--- src/rtl/tmr_pkg.sv ---
package tmr_pkg;
  localparam int TMR_DW  = 32;
  localparam int SRC_W   = 3;
  localparam int NSRC    = 1 << SRC_W;
  localparam int NFLAG   = 6;
  localparam int NCMP    = 3;

  localparam int OFS_CTRL = 0;
  localparam int OFS_PRE  = 1;
  localparam int OFS_STAT = 2;
  localparam int OFS_IER  = 3;
  localparam int OFS_CMP0 = 4;
  localparam int OFS_CAP0 = 7;
  localparam int OFS_CAP1 = 8;
  localparam int OFS_CNT  = 9;

  localparam int CB_EN    = 0;
  localparam int CB_ENMOD = 1;
  localparam int CB_SRC   = 6;
  localparam int CB_FRR   = 9;
  localparam int CB_SWR   = 15;

  localparam int FL_ROV   = 5;

  // storable control bits (2, 4, 10..15 dropped)
  localparam logic [TMR_DW-1:0] CTRL_WMASK = 32'hFFFF_03EB;
  // bits retained across soft reset
  localparam logic [TMR_DW-1:0] CTRL_KEEP  = 32'h0003_01EB;
endpackage

--- src/rtl/tmr_prescaler.sv ---
module tmr_prescaler
  import tmr_pkg::*;
#(
  parameter int PRE_W = 12
) (
  input  logic             clk,
  input  logic             rst_n,
  input  logic             run,
  input  logic             clr,
  input  logic [SRC_W-1:0] src,
  input  logic [NSRC-1:0]  tick_in,
  input  logic [PRE_W-1:0] div,
  output logic             step
);
  logic [PRE_W-1:0] pre_q;
  logic             tick;

  assign tick = (src == '0) ? 1'b0 : tick_in[src];
  assign step = run && tick && (pre_q >= div);

  always_ff @(posedge clk or negedge rst_n) begin
    if (!rst_n) begin
      pre_q <= '0;
    end else if (clr || step) begin
      pre_q <= '0;
    end else if (run && tick) begin
      pre_q <= pre_q + 1'b1;
    end
  end
endmodule

--- src/rtl/tmr_count.sv ---
module tmr_count
  import tmr_pkg::*;
#(
  parameter int CNT_W = 32
) (
  input  logic                       clk,
  input  logic                       rst_n,
  input  logic                       step,
  input  logic                       clr,
  input  logic                       free_run,
  input  logic [NCMP-1:0][CNT_W-1:0] cmp,
  output logic [CNT_W-1:0]           cnt,
  output logic [NCMP-1:0]            hit,
  output logic                       wrap
);
  localparam logic [CNT_W-1:0] CNT_MAX = {CNT_W{1'b1}};

  logic [CNT_W-1:0] cnt_q;
  logic [CNT_W-1:0] cnt_nxt;
  logic             at_max;
  logic             at_period;
  logic             adv;

  assign adv       = step && !clr;
  assign at_max    = (cnt_q == CNT_MAX);
  assign at_period = !free_run && (cnt_q == cmp[0]);
  assign cnt_nxt   = (at_max || at_period) ? '0 : cnt_q + 1'b1;
  assign wrap      = adv && at_max;
  assign cnt       = cnt_q;

  for (genvar i = 0; i < NCMP; i++) begin : g_hit
    assign hit[i] = adv && (cnt_nxt == cmp[i]);
  end

  always_ff @(posedge clk or negedge rst_n) begin
    if (!rst_n) begin
      cnt_q <= '0;
    end else if (clr) begin
      cnt_q <= '0;
    end else if (adv) begin
      cnt_q <= cnt_nxt;
    end
  end
endmodule

--- src/rtl/cmp_timer.sv ---
module cmp_timer
  import tmr_pkg::*;
#(
  parameter int CNT_W  = 32,
  parameter int PRE_W  = 12,
  parameter int ADDR_W = 4
) (
  input  logic              clk,
  input  logic              rst_n,
  input  logic              bus_wr,
  input  logic              bus_rd,
  input  logic [ADDR_W-1:0] bus_addr,
  input  logic [TMR_DW-1:0] bus_wdata,
  output logic [TMR_DW-1:0] bus_rdata,
  input  logic [NSRC-1:0]   tick_in,
  output logic              irq
);
  logic [TMR_DW-1:0]          ctrl_q;
  logic [PRE_W-1:0]           pre_q;
  logic [NFLAG-1:0]           status_q;
  logic [NFLAG-1:0]           ier_q;
  logic [NCMP-1:0][CNT_W-1:0] cmp_q;
  logic [CNT_W-1:0]           cnt_q;
  logic [NCMP-1:0]            hit;
  logic                       wrap;
  logic                       step;

  logic wr_ctrl, wr_pre, wr_stat, wr_ier;
  logic [NCMP-1:0] wr_cmp;
  logic soft_rst, en_rise, cnt_clr;
  logic [NFLAG-1:0] evt, clr_mask;

  assign wr_ctrl = bus_wr && (bus_addr == ADDR_W'(OFS_CTRL));
  assign wr_pre  = bus_wr && (bus_addr == ADDR_W'(OFS_PRE));
  assign wr_stat = bus_wr && (bus_addr == ADDR_W'(OFS_STAT));
  assign wr_ier  = bus_wr && (bus_addr == ADDR_W'(OFS_IER));

  for (genvar i = 0; i < NCMP; i++) begin : g_wcmp
    assign wr_cmp[i] = bus_wr && (bus_addr == ADDR_W'(OFS_CMP0 + i));
  end

  assign soft_rst = wr_ctrl && bus_wdata[CB_SWR];
  assign en_rise  = wr_ctrl && !bus_wdata[CB_SWR] && bus_wdata[CB_EN] &&
                    bus_wdata[CB_ENMOD] && !ctrl_q[CB_EN];
  assign cnt_clr  = soft_rst || en_rise || (wr_cmp[0] && !ctrl_q[CB_FRR]);

  assign evt      = {wrap, 2'b00, hit};
  assign clr_mask = wr_stat ? bus_wdata[NFLAG-1:0] : '0;
  assign irq      = ctrl_q[CB_EN] && ((status_q & ier_q) != '0);

  tmr_prescaler #(.PRE_W(PRE_W)) u_pre (
    .clk    (clk),
    .rst_n  (rst_n),
    .run    (ctrl_q[CB_EN]),
    .clr    (cnt_clr),
    .src    (ctrl_q[CB_SRC +: SRC_W]),
    .tick_in(tick_in),
    .div    (pre_q),
    .step   (step)
  );

  tmr_count #(.CNT_W(CNT_W)) u_cnt (
    .clk     (clk),
    .rst_n   (rst_n),
    .step    (step),
    .clr     (cnt_clr),
    .free_run(ctrl_q[CB_FRR]),
    .cmp     (cmp_q),
    .cnt     (cnt_q),
    .hit     (hit),
    .wrap    (wrap)
  );

  always_ff @(posedge clk or negedge rst_n) begin
    if (!rst_n) begin
      ctrl_q   <= '0;
      pre_q    <= '0;
      status_q <= '0;
      ier_q    <= '0;
      cmp_q    <= '1;
    end else if (soft_rst) begin
      ctrl_q   <= bus_wdata & CTRL_KEEP;
      pre_q    <= '0;
      status_q <= '0;
      ier_q    <= '0;
      cmp_q    <= '1;
    end else begin
      if (wr_ctrl) ctrl_q <= bus_wdata & CTRL_WMASK;
      if (wr_pre)  pre_q  <= bus_wdata[PRE_W-1:0];
      if (wr_ier)  ier_q  <= bus_wdata[NFLAG-1:0];
      for (int i = 0; i < NCMP; i++) begin
        if (wr_cmp[i]) cmp_q[i] <= bus_wdata[CNT_W-1:0];
      end
      status_q <= (status_q & ~clr_mask) | evt;
    end
  end

  always_ff @(posedge clk or negedge rst_n) begin
    if (!rst_n) begin
      bus_rdata <= '0;
    end else if (bus_rd) begin
      if      (bus_addr == ADDR_W'(OFS_CTRL))     bus_rdata <= ctrl_q;
      else if (bus_addr == ADDR_W'(OFS_PRE))      bus_rdata <= TMR_DW'(pre_q);
      else if (bus_addr == ADDR_W'(OFS_STAT))     bus_rdata <= TMR_DW'(status_q);
      else if (bus_addr == ADDR_W'(OFS_IER))      bus_rdata <= TMR_DW'(ier_q);
      else if (bus_addr == ADDR_W'(OFS_CMP0))     bus_rdata <= TMR_DW'(cmp_q[0]);
      else if (bus_addr == ADDR_W'(OFS_CMP0 + 1)) bus_rdata <= TMR_DW'(cmp_q[1]);
      else if (bus_addr == ADDR_W'(OFS_CMP0 + 2)) bus_rdata <= TMR_DW'(cmp_q[2]);
      else if (bus_addr == ADDR_W'(OFS_CNT))      bus_rdata <= TMR_DW'(cnt_q);
      else                                        bus_rdata <= '0;
    end
  end
endmodule

--- config.mk ---
export PLATFORM = sky130hd
export DESIGN_NAME = cmp_timer
export DESIGN_NICKNAME = d
export VERILOG_FILES = /design/src/rtl/tmr_pkg.sv /design/src/rtl/tmr_prescaler.sv /design/src/rtl/tmr_count.sv /design/src/rtl/cmp_timer.sv
export SDC_FILE = /design/constraint.sdc
export NUM_CORES = 1
export LEC_CHECK = 0
export BUFFER_PORTS_ARGS = -buffer_cell sky130_fd_sc_hd__buf_2
export CAP_MARGIN = 20
export CELL_PAD_IN_SITES_DETAIL_PLACEMENT = 1
export CELL_PAD_IN_SITES_GLOBAL_PLACEMENT = 1
export CORE_ASPECT_RATIO = 0.5
export CORE_MARGIN = 1
export CORE_UTILIZATION = 48
export DETAILED_ROUTE_END_ITERATION = 10
export MAX_ROUTING_LAYER = met4
export PLACE_DENSITY = 0.93
export SYNTH_ARGS = -nofsm -noshare
export SYNTH_HDL_FRONTEND = slang
export SYNTH_SLANG_ARGS = --single-unit
--- constraint.sdc ---
create_clock -name clk -period 5.21 [get_ports clk]
set_input_delay 0.2605 -clock clk [delete_from_list [all_inputs] [get_ports clk]]
set_output_delay 0.2605 -clock clk [all_outputs]
set_load 0.01 [all_outputs]
## Word level (Yosys, flattened, before mapping)

Index checks and enable logic that the tools add are counted.

- $add $sub $neg: 2
- Mux-type cells: 28
- Equal/unequal tests: 12
- Reduce and logical (&&, ||, !) cells: 41
- Magnitude comparators: 2
- Bitwise operators: 4

Operator list:

| cell | number |
|---|---|
| $mux 32 | 16 |
| $eq 32x32->1 | 4 |
| $mux 96 | 1 |
| $mux 12 | 4 |
| $add 32x1->32 const B | 1 |
| $eq 32x32->1 const B | 1 |
| $mux 6 | 4 |
| $logic_and 1x1->1 | 22 |
| $reduce_bool 2->1 | 8 |
| $add 12x1->12 const B | 1 |
| $and 6x6->6 | 2 |
| $eq 4x3->1 const B | 3 |
| $ge 12x12->1 | 1 |
| $eq 4x2->1 const B | 2 |
| $not 6->6 | 1 |
| $or 6x6->6 | 1 |
| $reduce_bool 6->1 | 1 |
| $eq 4x1->1 const B | 1 |
| $eq 4x4->1 const B | 1 |
| $logic_not 1->1 | 4 |
| $logic_not 4->1 | 1 |
| $logic_or 1x1->1 | 4 |
| $lt 3x4->1 const B | 1 |
| $bmux 1 s3 | 1 |
| other kinds (2) | 3 |

- Bits of input ports: 48
- Register bits after elaboration: 228

## Longest topological paths before layout

Gate-level depths: netlist of run 1.

- Word-level depth: 13
- Gate-level depth with buffers: 13

## Modules after synthesis

From an unflattened synthesis of run 1, not the netlist that was laid out.

- Cells, all modules: 1674
- Area total of the unflattened synthesis: 14307.5 µm²

Modules (own cells, without submodules):

| module | cells each | area each (µm²) | instances | seq. area each (µm²) |
|---|---|---|---|---|
| cmp_timer | 910 | 8503.2 | 1 | 4524.3 |
| tmr_count | 651 | 4762.1 | 1 | 800.8 |
| tmr_prescaler | 113 | 1042.2 | 1 | 300.3 |

## Worst setup path before layout of run 1

OpenSTA, ideal clock, no wires.

- Kind: reg2reg
- From: register u_cnt.cnt_q[1], in the netlist u_cnt.cnt[1]
- To: register status_q[1]
- Cell stages (with the launch flop): 13
- Slack: 2293 ps
- Path buffers: 2
- Arrival time: 2840 ps
- Data required time: 5134 ps
- Cells stage by stage: dfrtp_1 -> ha_1 -> clkbuf_1 -> nand4_1 -> or4_1 -> buf_2 -> o21a_1 -> or2_1 -> o32a_1 -> o32a_1 -> nor4_1 -> nand4_1 -> o21ai_1

- Longest elaborated chain between the ends: 8
- Elaborated cells between the ends (all ways): 10
- Classes of those cells: add/sub (1); eq/ne (3); mux (2); bitwise (1); reduce/logical (3)

Ends and longest elaborated chain:

| element | line | RTL |
|---|---|---|
| start, declared | tmr_count.sv:18 | `logic [CNT_W-1:0] cnt_q;` |
| start signal, assigned | tmr_count.sv:41 | `cnt_q <= cnt_nxt;` |
| parallel branches: the longest is 3 deep, another holds $add 32x1->32 | - |  |
| $mux 32 (*) | tmr_count.sv:27 | `assign cnt_nxt = (at_max \|\| at_period) ? '0 : cnt_q + 1'b1;` |
| $eq 32x32->1 (*) | tmr_count.sv:32 | `assign hit[i] = adv && (cnt_nxt == cmp[i]);` |
| $logic_and 1x1->1 (*) | tmr_count.sv:32 |  |
| $or 6x6->6 (*) | cmp_timer.sv:94 | `status_q <= (status_q & ~clr_mask) \| evt;` |
| $mux 6 (*) | cmp_timer.sv:81 | `end else if (soft_rst) begin` |
| end signal, assigned | cmp_timer.sv:94 |  |
| end, declared | cmp_timer.sv:20 | `logic [NFLAG-1:0] status_q;` |

Mark *: on every way between the ends.
A chain may end at the register's enable or synchronous reset.

## Final worst setup path of run 1

- From: register u_cnt.cnt_q[0], in the netlist u_cnt.cnt[0]
- To: register status_q[2]

The elaborated chain is that of the path after synthesis.

==> results.md, run 1 <==
* Die area at ~30,000 sq um
* Critical path class: reg -> reg
* Setup slack, reg-to-reg at 0.88 ns
* Worst clock skew at around 0.015 ns
* Async S/R FF share, synth at 1.00
* Period minus WS final at between 4 and 5 ns
* Post-CTS resize count at 0
* Clk buf depth at 3
* Critical Path RT at 5.67 ns
* Register area share after synthesis at 0.400
* Nets at roughly 1,700
* First-pass GRT wire length at ~94,000 um
* Initial antenna violation count at 1
* # fillers at roughly 3,300
* Clock net sink count at 220
* Worst slack, placed at 1.10 ns
* Critical path origin: u_cnt.cnt[0]
* MaxCap Viol Count at 0
* Most used cell, CP: nand4_1
* Reg area at roughly 5600 sq um
* Iter 0 DRT Violations at 1,980
* Die height at 123 um
* Reg2reg path depth at 11
* Crit-path slowest cell: or4_1
* Final Cycle Share at 0.831
* Synth-to-layout area growth at 12.4%
* Setup bufs post-CTS at 0
* Delay of the slowest cell on the worst path at 0.81 ns
* Util after Layout at 0.559
* CORE AREA at 28,200 sq um
* WL final at 62,700 um
* Most frequent cells in the layout: nand2_1 (282), nand3_1 (136), dfrtp_1 (124)
* RR Endpoint: status_q[2]
* Maximum VDD drop at roughly 260 uV
* Antenna Nets Post-Route at 0
* Number of synthesized flops with an enable pin at 0
* Share of the synthesized area in the top cell type at 0.221
* Row count at 43
* Hold Crit Start: bus_wdata[31]
* Leak Pwr at ~6.6 nW
* Die Span X at about 240 um
* RSZ-0062 raised after global routing: no
* Cells after synthesis at between 1,500 and 2,000
* CP cell instances: ha_1 > nand4_1 > or4_1 > nor3_4 > xor2_2 > xnor2_1 > a32oi_1 > a2111oi_0 > buf_4 > nand4_1 > o21ai_1
* Antenna cell count at 0
* Status: finished clean
* Hold/Removal Path Class: in -> reg
* CP Max Fanout at 14
* DRC at 0
* Largest net degree at the start of global routing at 117
* Max-slew headroom at 0.213
* Initial core utilization at 0.497
* TritonCTS Buffers at 22
* Worst flop-to-flop path startpoint: u_cnt.cnt[0]
* Vias per cell at between 6 and 7
* #FFs+latches synth at 220
* CP endpoint: status_q[2]
* Final HPWL DP at between 40,000 and 50,000 um
* Share of cells above drive strength 1 at 0.182
* CTS hold repair buffers at 21
* # setup viols final at 0
* Worst-path clk slew at roughly 0.07 ns
* Routed len/inst at approximately 30 um
* Vias at 14,514
* GRT Residual Overflow at 0
* Io pins at 81
* Commonest non-fill, non-tap cell in the layout: nand2_1
* Nature of the critical path endpoint: register
* Worst Path Arrival at ~4.8 ns
* Drt pass-1 iters at 6
* Clk_lat worst skew at roughly 0.54 ns
* Ys flop type: dfrtp_1
* Clock root buffer master: clkbuf_16
* Area of the multi-input gates at between 7000 and 8000 sq um
* Synthesized cell area at approximately 14,000 sq um
* YS warnings at 0
* Peak Freq at between 200 and 250 MHz
* Netlist cell types at 91
* Synth area leader: dfrtp_1
* Post-Syn Nets at 1,712
* Power per cell area at around 360 nW/um^2
* H-tree depth at 1
* Worst-Margin Slew at approximately 1.2 ns
* Crit start category: register
* Routability cong. at slightly above 1
* IO Port Bufs at 79
* Final Worst Setup Slack at roughly 0.88 ns
* Final Hold Vio Count at 0
* TritonCTS clock tree: done
* Vias in the first global route at about 15,000
* Top cells by area, synth: dfrtp_1 (22%), dfstp_2 (18%), nand2_1 (7.6%), nand3_1 (4.8%), xnor2_1 (3.8%)
* Total track usage at 0.431
* Final setup TNS at 0 ns
* Slew Limit Fails at 0
* Syn_area_per_cell at roughly 8.5 sq um
cell usage after synthesis (all sizes together), types with 14 or more instances:
cell type and count:
a21oi 78, a222oi 22, a22oi 55, a31oi 33, buf 30, clkbuf 110
dfrtp 124, dfstp 96, ha 14, inv 25, mux2i 16, nand2 285
nand2b 14, nand3 138, nand4 26, nor2 127, nor3 35, nor3b 16
nor4 21, o21ai 77, o32ai 14, xnor2 61, xor2 44
where the power goes:
group	leakage [nW]	total, mW	switching, mW	internal, mW
clock network	0.390	1.83	0.771	1.06
logic	3.53	1.17	0.667	0.507
registers	2.64	2.72	0.566	2.15
routing by layer:
| metal | routed length, um | part of all wire | up-vias | global-route usage |
|---|---|---|---|---|
| met1 | 26200 | 0.42 | 7454 | 0.579 |
| li1 | - | - | 6020 | - |
| met4 | 1910 | 0.030 | 0 | 0.134 |
| met5 | 0 | 0 | - | - |
| met3 | 6520 | 0.10 | 159 | 0.0853 |
| met2 | 28000 | 0.45 | 881 | 0.661 |
worst min path at each step:
stage,slack (ns),cells past startpoint,endpoint
finish,0.01,3,cmp_q[95]
global route,0.02,3,cmp_q[62]
CTS,0.0009,3,cmp_q[38]
detailed placement,0.36,1,ctrl_q[7]
global placement,0.34,1,ctrl_q[8]
floorplan,-0.04,0,bus_rdata[0]
area by class of cell:
cell class,instances,share of cell area
Clock buffer,34,0.0435
Multi-Input combinational cell,1264,0.496
Inverter,26,0.00618
Tap cell,382,0.0303
Timing Repair Buffer,143,0.0610
Sequential cell,220,0.356
Clock inverter,6,0.00729
worst max-delay path, delay by kind of cell, from the launching register on:
kind,cells,cell delay [ns]
AO/OA/AOI/OAI,3,0.78
XOR/XNOR,2,0.50
flip-flops,1,0.68
AND/OR/NAND/NOR,4,1.67
buffers and inverters,1,0.17
adder cells (fa/ha/maj),1,0.44
state kept, by name, indices dropped and copies added, names as in the netlist:
| register | flops |
|---|---|
| ier_q | 6 |
| bus_rdata | 32 |
| status_q | 6 |
| u_pre.pre_q | 12 |
| cmp_q | 96 |
| ctrl_q | 24 |
| u_cnt.cnt | 32 |
| pre_q | 12 |
metrics by stage:
step / power, mW / cell area, sq um / cells / hold slack [ns]
after detailed placement: 3.79 / 14800 / 2013 / 0.356
after global routing: 5.88 / 15800 / 2075 / 0.0244
after global placement: 3.69 / 14800 / 2013 / 0.341
after floorplan: 3.18 / 14000 / 1650 / -0.0351
after CTS: 5.66 / 15800 / 2074 / 0.000854
final: 5.72 / 15800 / 2075 / 0.0106
kinds of logic after synthesis:
logic type,after synthesis,share of synthesized area
buffers and inverters,166,0.0480
xor gates and xnor gates,114,0.0810
AOI/OAI and AO/OA,364,0.176
muxes,30,0.0234
and+or+nand+nor,742,0.259
adders and majority gates,14,0.0125
DFF,220,0.400
(Power assumes the default switching activity.)
==> run 2: changes to the inputs <==
--- a/config.mk
+++ b/config.mk
@@ -5,16 +5,17 @@
 export SDC_FILE = /design/constraint.sdc
 export NUM_CORES = 1
 export LEC_CHECK = 0
+export ABC_AREA = 1
 export BUFFER_PORTS_ARGS = -buffer_cell sky130_fd_sc_hd__buf_2
 export CAP_MARGIN = 20
 export CELL_PAD_IN_SITES_DETAIL_PLACEMENT = 1
 export CELL_PAD_IN_SITES_GLOBAL_PLACEMENT = 1
 export CORE_ASPECT_RATIO = 0.5
 export CORE_MARGIN = 1
-export CORE_UTILIZATION = 48
+export CORE_UTILIZATION = 41
 export DETAILED_ROUTE_END_ITERATION = 10
 export MAX_ROUTING_LAYER = met4
-export PLACE_DENSITY = 0.93
+export PLACE_DENSITY = 0.88
 export SYNTH_ARGS = -nofsm -noshare
 export SYNTH_HDL_FRONTEND = slang
 export SYNTH_SLANG_ARGS = --single-unit
==> constraint.sdc (replaced) <==
create_clock -name clk -period 3.7 [get_ports clk]
set_input_delay 0.185 -clock clk [delete_from_list [all_inputs] [get_ports clk]]
set_output_delay 0.185 -clock clk [all_outputs]
set_load 0.01 [all_outputs]
==> run 2 against run 1 <==
  * Wire length is 18% lower
  * Clock power is 35% higher
  * Fmax is 32% higher
  * Synthesized area fell by 4.2%
  * Synthesized cell count up 14%
  * Sequential power up 42%
  * Sequential share of layout area rose by 0.93 points
  * Core utilization down 7.8 points
  * Power grew 74%
  * Register-to-register slack got worse by 0.45 ns
  * Die area increased by 12%
  * Clock skew up 0.0093 ns
  * Highest routed layer unchanged
==> results.md, run 2 <==
* Worst slack, placed at between 0.6 and 0.7 ns
* List of most frequent post-synthesis cells: nand2_1 (578), inv_1 (235), o21ai_0 (214)
* Initial antenna violation count at 0
* Clock root buffer master: clkbuf_16
* Die height at approximately 130 um
* GRT Residual Overflow at 0
* Synthesized cell area at ~13,000 sq um
* #FFs+latches synth at 220
* Critical path origin: cmp_q[7]
* YS warnings at 0
* Total track usage at 0.316
* Cells after synthesis at between 1,500 and 2,000
* Share of the synthesized area in the top cell type at 0.231
* Post-Syn Nets at ~1,900
* Vias per cell at about 5.8
* CP Buf/Inv Count at 2
* Slew Limit Fails at 0
* Worst clock skew at about 0.024 ns
* Number of synthesized flops with an enable pin at 0
* Final Worst Setup Slack at 0.428 ns
* Routability cong. at approximately 0.95
* Most frequent cells in the layout: nand2_1 (576), inv_1 (235), o21ai_0 (214)
* Max-slew headroom at 0.275
* Clock net sink count at 220
* CORE AREA at ~32,000 sq um
* Synth area leader: dfrtp_1
* Clk buf depth at 3
* Antenna cell count at 0
* CP Max Fanout at 19
* Crit-path slowest cell: dfstp_2
* Register area share after synthesis at 0.418
* WL final at approximately 50,000 um
* Share of cells above drive strength 1 at 0.150
* Post-DP Area at about 14,000 sq um
* Worst-Margin Slew at roughly 1.1 ns
* Final Cycle Share at 0.884
* Leak Pwr at 7.25 nW
* Crit start category: register
* Worst-path clk slew at approximately 0.07 ns
* Synth-to-layout area growth at 14.4%
* Ys flop type: dfrtp_1
* Largest net degree at the start of global routing at 114
* Worst Path Arrival at ~3.7 ns
* Final Cell Area at between 15,000 and 20,000 sq um
* Top-count cell post-synth: nand2_1
* Maximum VDD drop at around 330 uV
* RSZ-0062 raised after global routing: no
* RR Endpoint: status_q[1]
* Routed len/inst at roughly 21 um
* H-tree depth at 1
* Async S/R FF share, synth at 1.00
* Critical path class: reg -> reg
* # setup viols final at 0
* Nature of the critical path endpoint: register
* First-pass GRT wire length at 80,500 um
* Final HPWL DP at between 30,000 and 40,000 um
* Row count at 46
* Reg2reg path depth at 16
* Setup bufs post-CTS at 0
* MaxCap Viol Count at 0
* Antenna Nets Post-Route at 0
* Die Span X at ~260 um
* Vias in the first global route at between 10,000 and 15,000
* Hold/Removal Path Class: in -> reg
* Number of flip-flops under the largest register name at 96
* CP top delay family: simple AND/OR/NAND/NOR gates
* Iter 0 DRT Violations at between 1,000 and 1,500
* Nets at a little over 2,000
* DRC at 0
* Top cells by area, synth: dfrtp_1 (23%), dfstp_2 (19%), nand2_1 (16%), o21ai_0 (8.0%), inv_1 (6.6%)
* Initial core utilization at 0.420
* Syn_area_per_cell at a little over 7 sq um
* Final setup TNS at 0 ns
* WHS Path Cells at 4
* CP endpoint: status_q[1]
* Io pins at 81
* Drt pass-1 iters at 5
* Clk_lat worst skew at 0.54 ns
* TritonCTS Buffers at 23
* Commonest non-fill, non-tap cell in the layout: nand2_1
* Worst flop-to-flop path startpoint: cmp_q[7]
* Delay of the slowest cell on the worst path at between 0.5 and 0.6 ns
* Reg with most FFs: cmp_q
* Netlist cell types at 47
* Peak Freq at 306 MHz
* IO Port Bufs at between 70 and 80
* Power per cell area at approximately 650 nW/um^2
* CP cell instances: inv_1 > o21ai_0 > nor2_1 > nand3b_1 > nor2_1 > nand3_4 > nand2_1 > inv_2 > nand2_1 > nand2_1 > nand3_1 > nor2_1 > nand2_1 > nor2_1 > nand3_1 > a21oi_1
* Setup slack, reg-to-reg at about 0.43 ns
* Final Hold Vio Count at 0
* Status: finished clean
* TritonCTS clock tree: done
* CP Depth at 16
* Critical Path RT at approximately 4.2 ns
* Vias at 14,008
* Period minus WS final at 3.27 ns
* Die area at 33,600 sq um
run 2: changes by cell type after synthesis, moves of 53 or more:
cell and change:
inv_1 +210, xnor2_1 -53, nand2_1 +293, nand3_1 -61, a22oi_1 -55, o21ai_0 +140
o22ai_1 +84
run 2: timing repair:
item                                   CTS  global route
endpoints found under the hold margin   89             0
gates resized for setup                  0             0
hold buffers                            30             0
run 2: kinds of logic after synthesis:
family / synth area share
buf+inv: 0.0954
xor+xnor: 0.0221
simple gates: 0.300
compound gates: 0.152
fa+ha+maj: 0.0130
flops: 0.418
run 2: cell type report:
| class | count | area [sq um] |
|---|---|---|
| fill | 4129 | 16600 |
| multi-input combinational | 1340 | 6590 |
| sequential | 220 | 5630 |
| timing repair buffer | 135 | 958 |
| inverter | 243 | 912 |
| clock buffer | 30 | 662 |
| tap | 432 | 541 |
| clock inverter | 11 | 108 |
run 2: tightest hold or removal path, cell delays in order:
cell     delay (ns)
buf_2          0.08
or2_2          0.13
nand2_1        0.05
o21ai_0        0.07
run 2: per-stage QoR:
stage                     total power [mW]  utilization  instances  hold WS, ns
after detailed placement              7.34        0.447       2339        0.345
after floorplan                       6.08            -       1884       -0.111
final                                 9.98        0.481       2411      0.00541
after global placement                7.15        0.447       2339        0.347
after global routing                  10.5        0.481       2411      0.00989
after CTS                             9.88        0.480       2410     0.000889
run 2: worst min-delay path by stage:
stage	slack (ns)	endpoint	startpoint
finish	0.005	cmp_q[78]	bus_wdata[14]
global route	0.01	ctrl_q[0]	bus_wdata[0]
CTS	0.0009	cmp_q[14]	bus_wdata[14]
detailed placement	0.35	u_pre.pre_q[11]	rst_n
global placement	0.35	u_pre.pre_q[11]	rst_n
floorplan	-0.11	bus_rdata[0]	rst_n
run 2: where the power goes:
| group | switching (mW) | internal [mW] | leakage (nW) |
|---|---|---|---|
| Sequential | 0.640 | 3.22 | 2.63 |
| Combinational | 2.45 | 1.19 | 4.25 |
| Clock | 1.07 | 1.40 | 0.379 |
run 2: metal layers:
metal | global-route usage | up-vias | routed length (um)
met3 | 0.0460 | 123 | 3510
met5 | - | - | 0
met2 | 0.503 | 562 | 24000
li1 | - | 6331 | -
met4 | 0.113 | 0 | 1870
met1 | 0.412 | 6992 | 21900
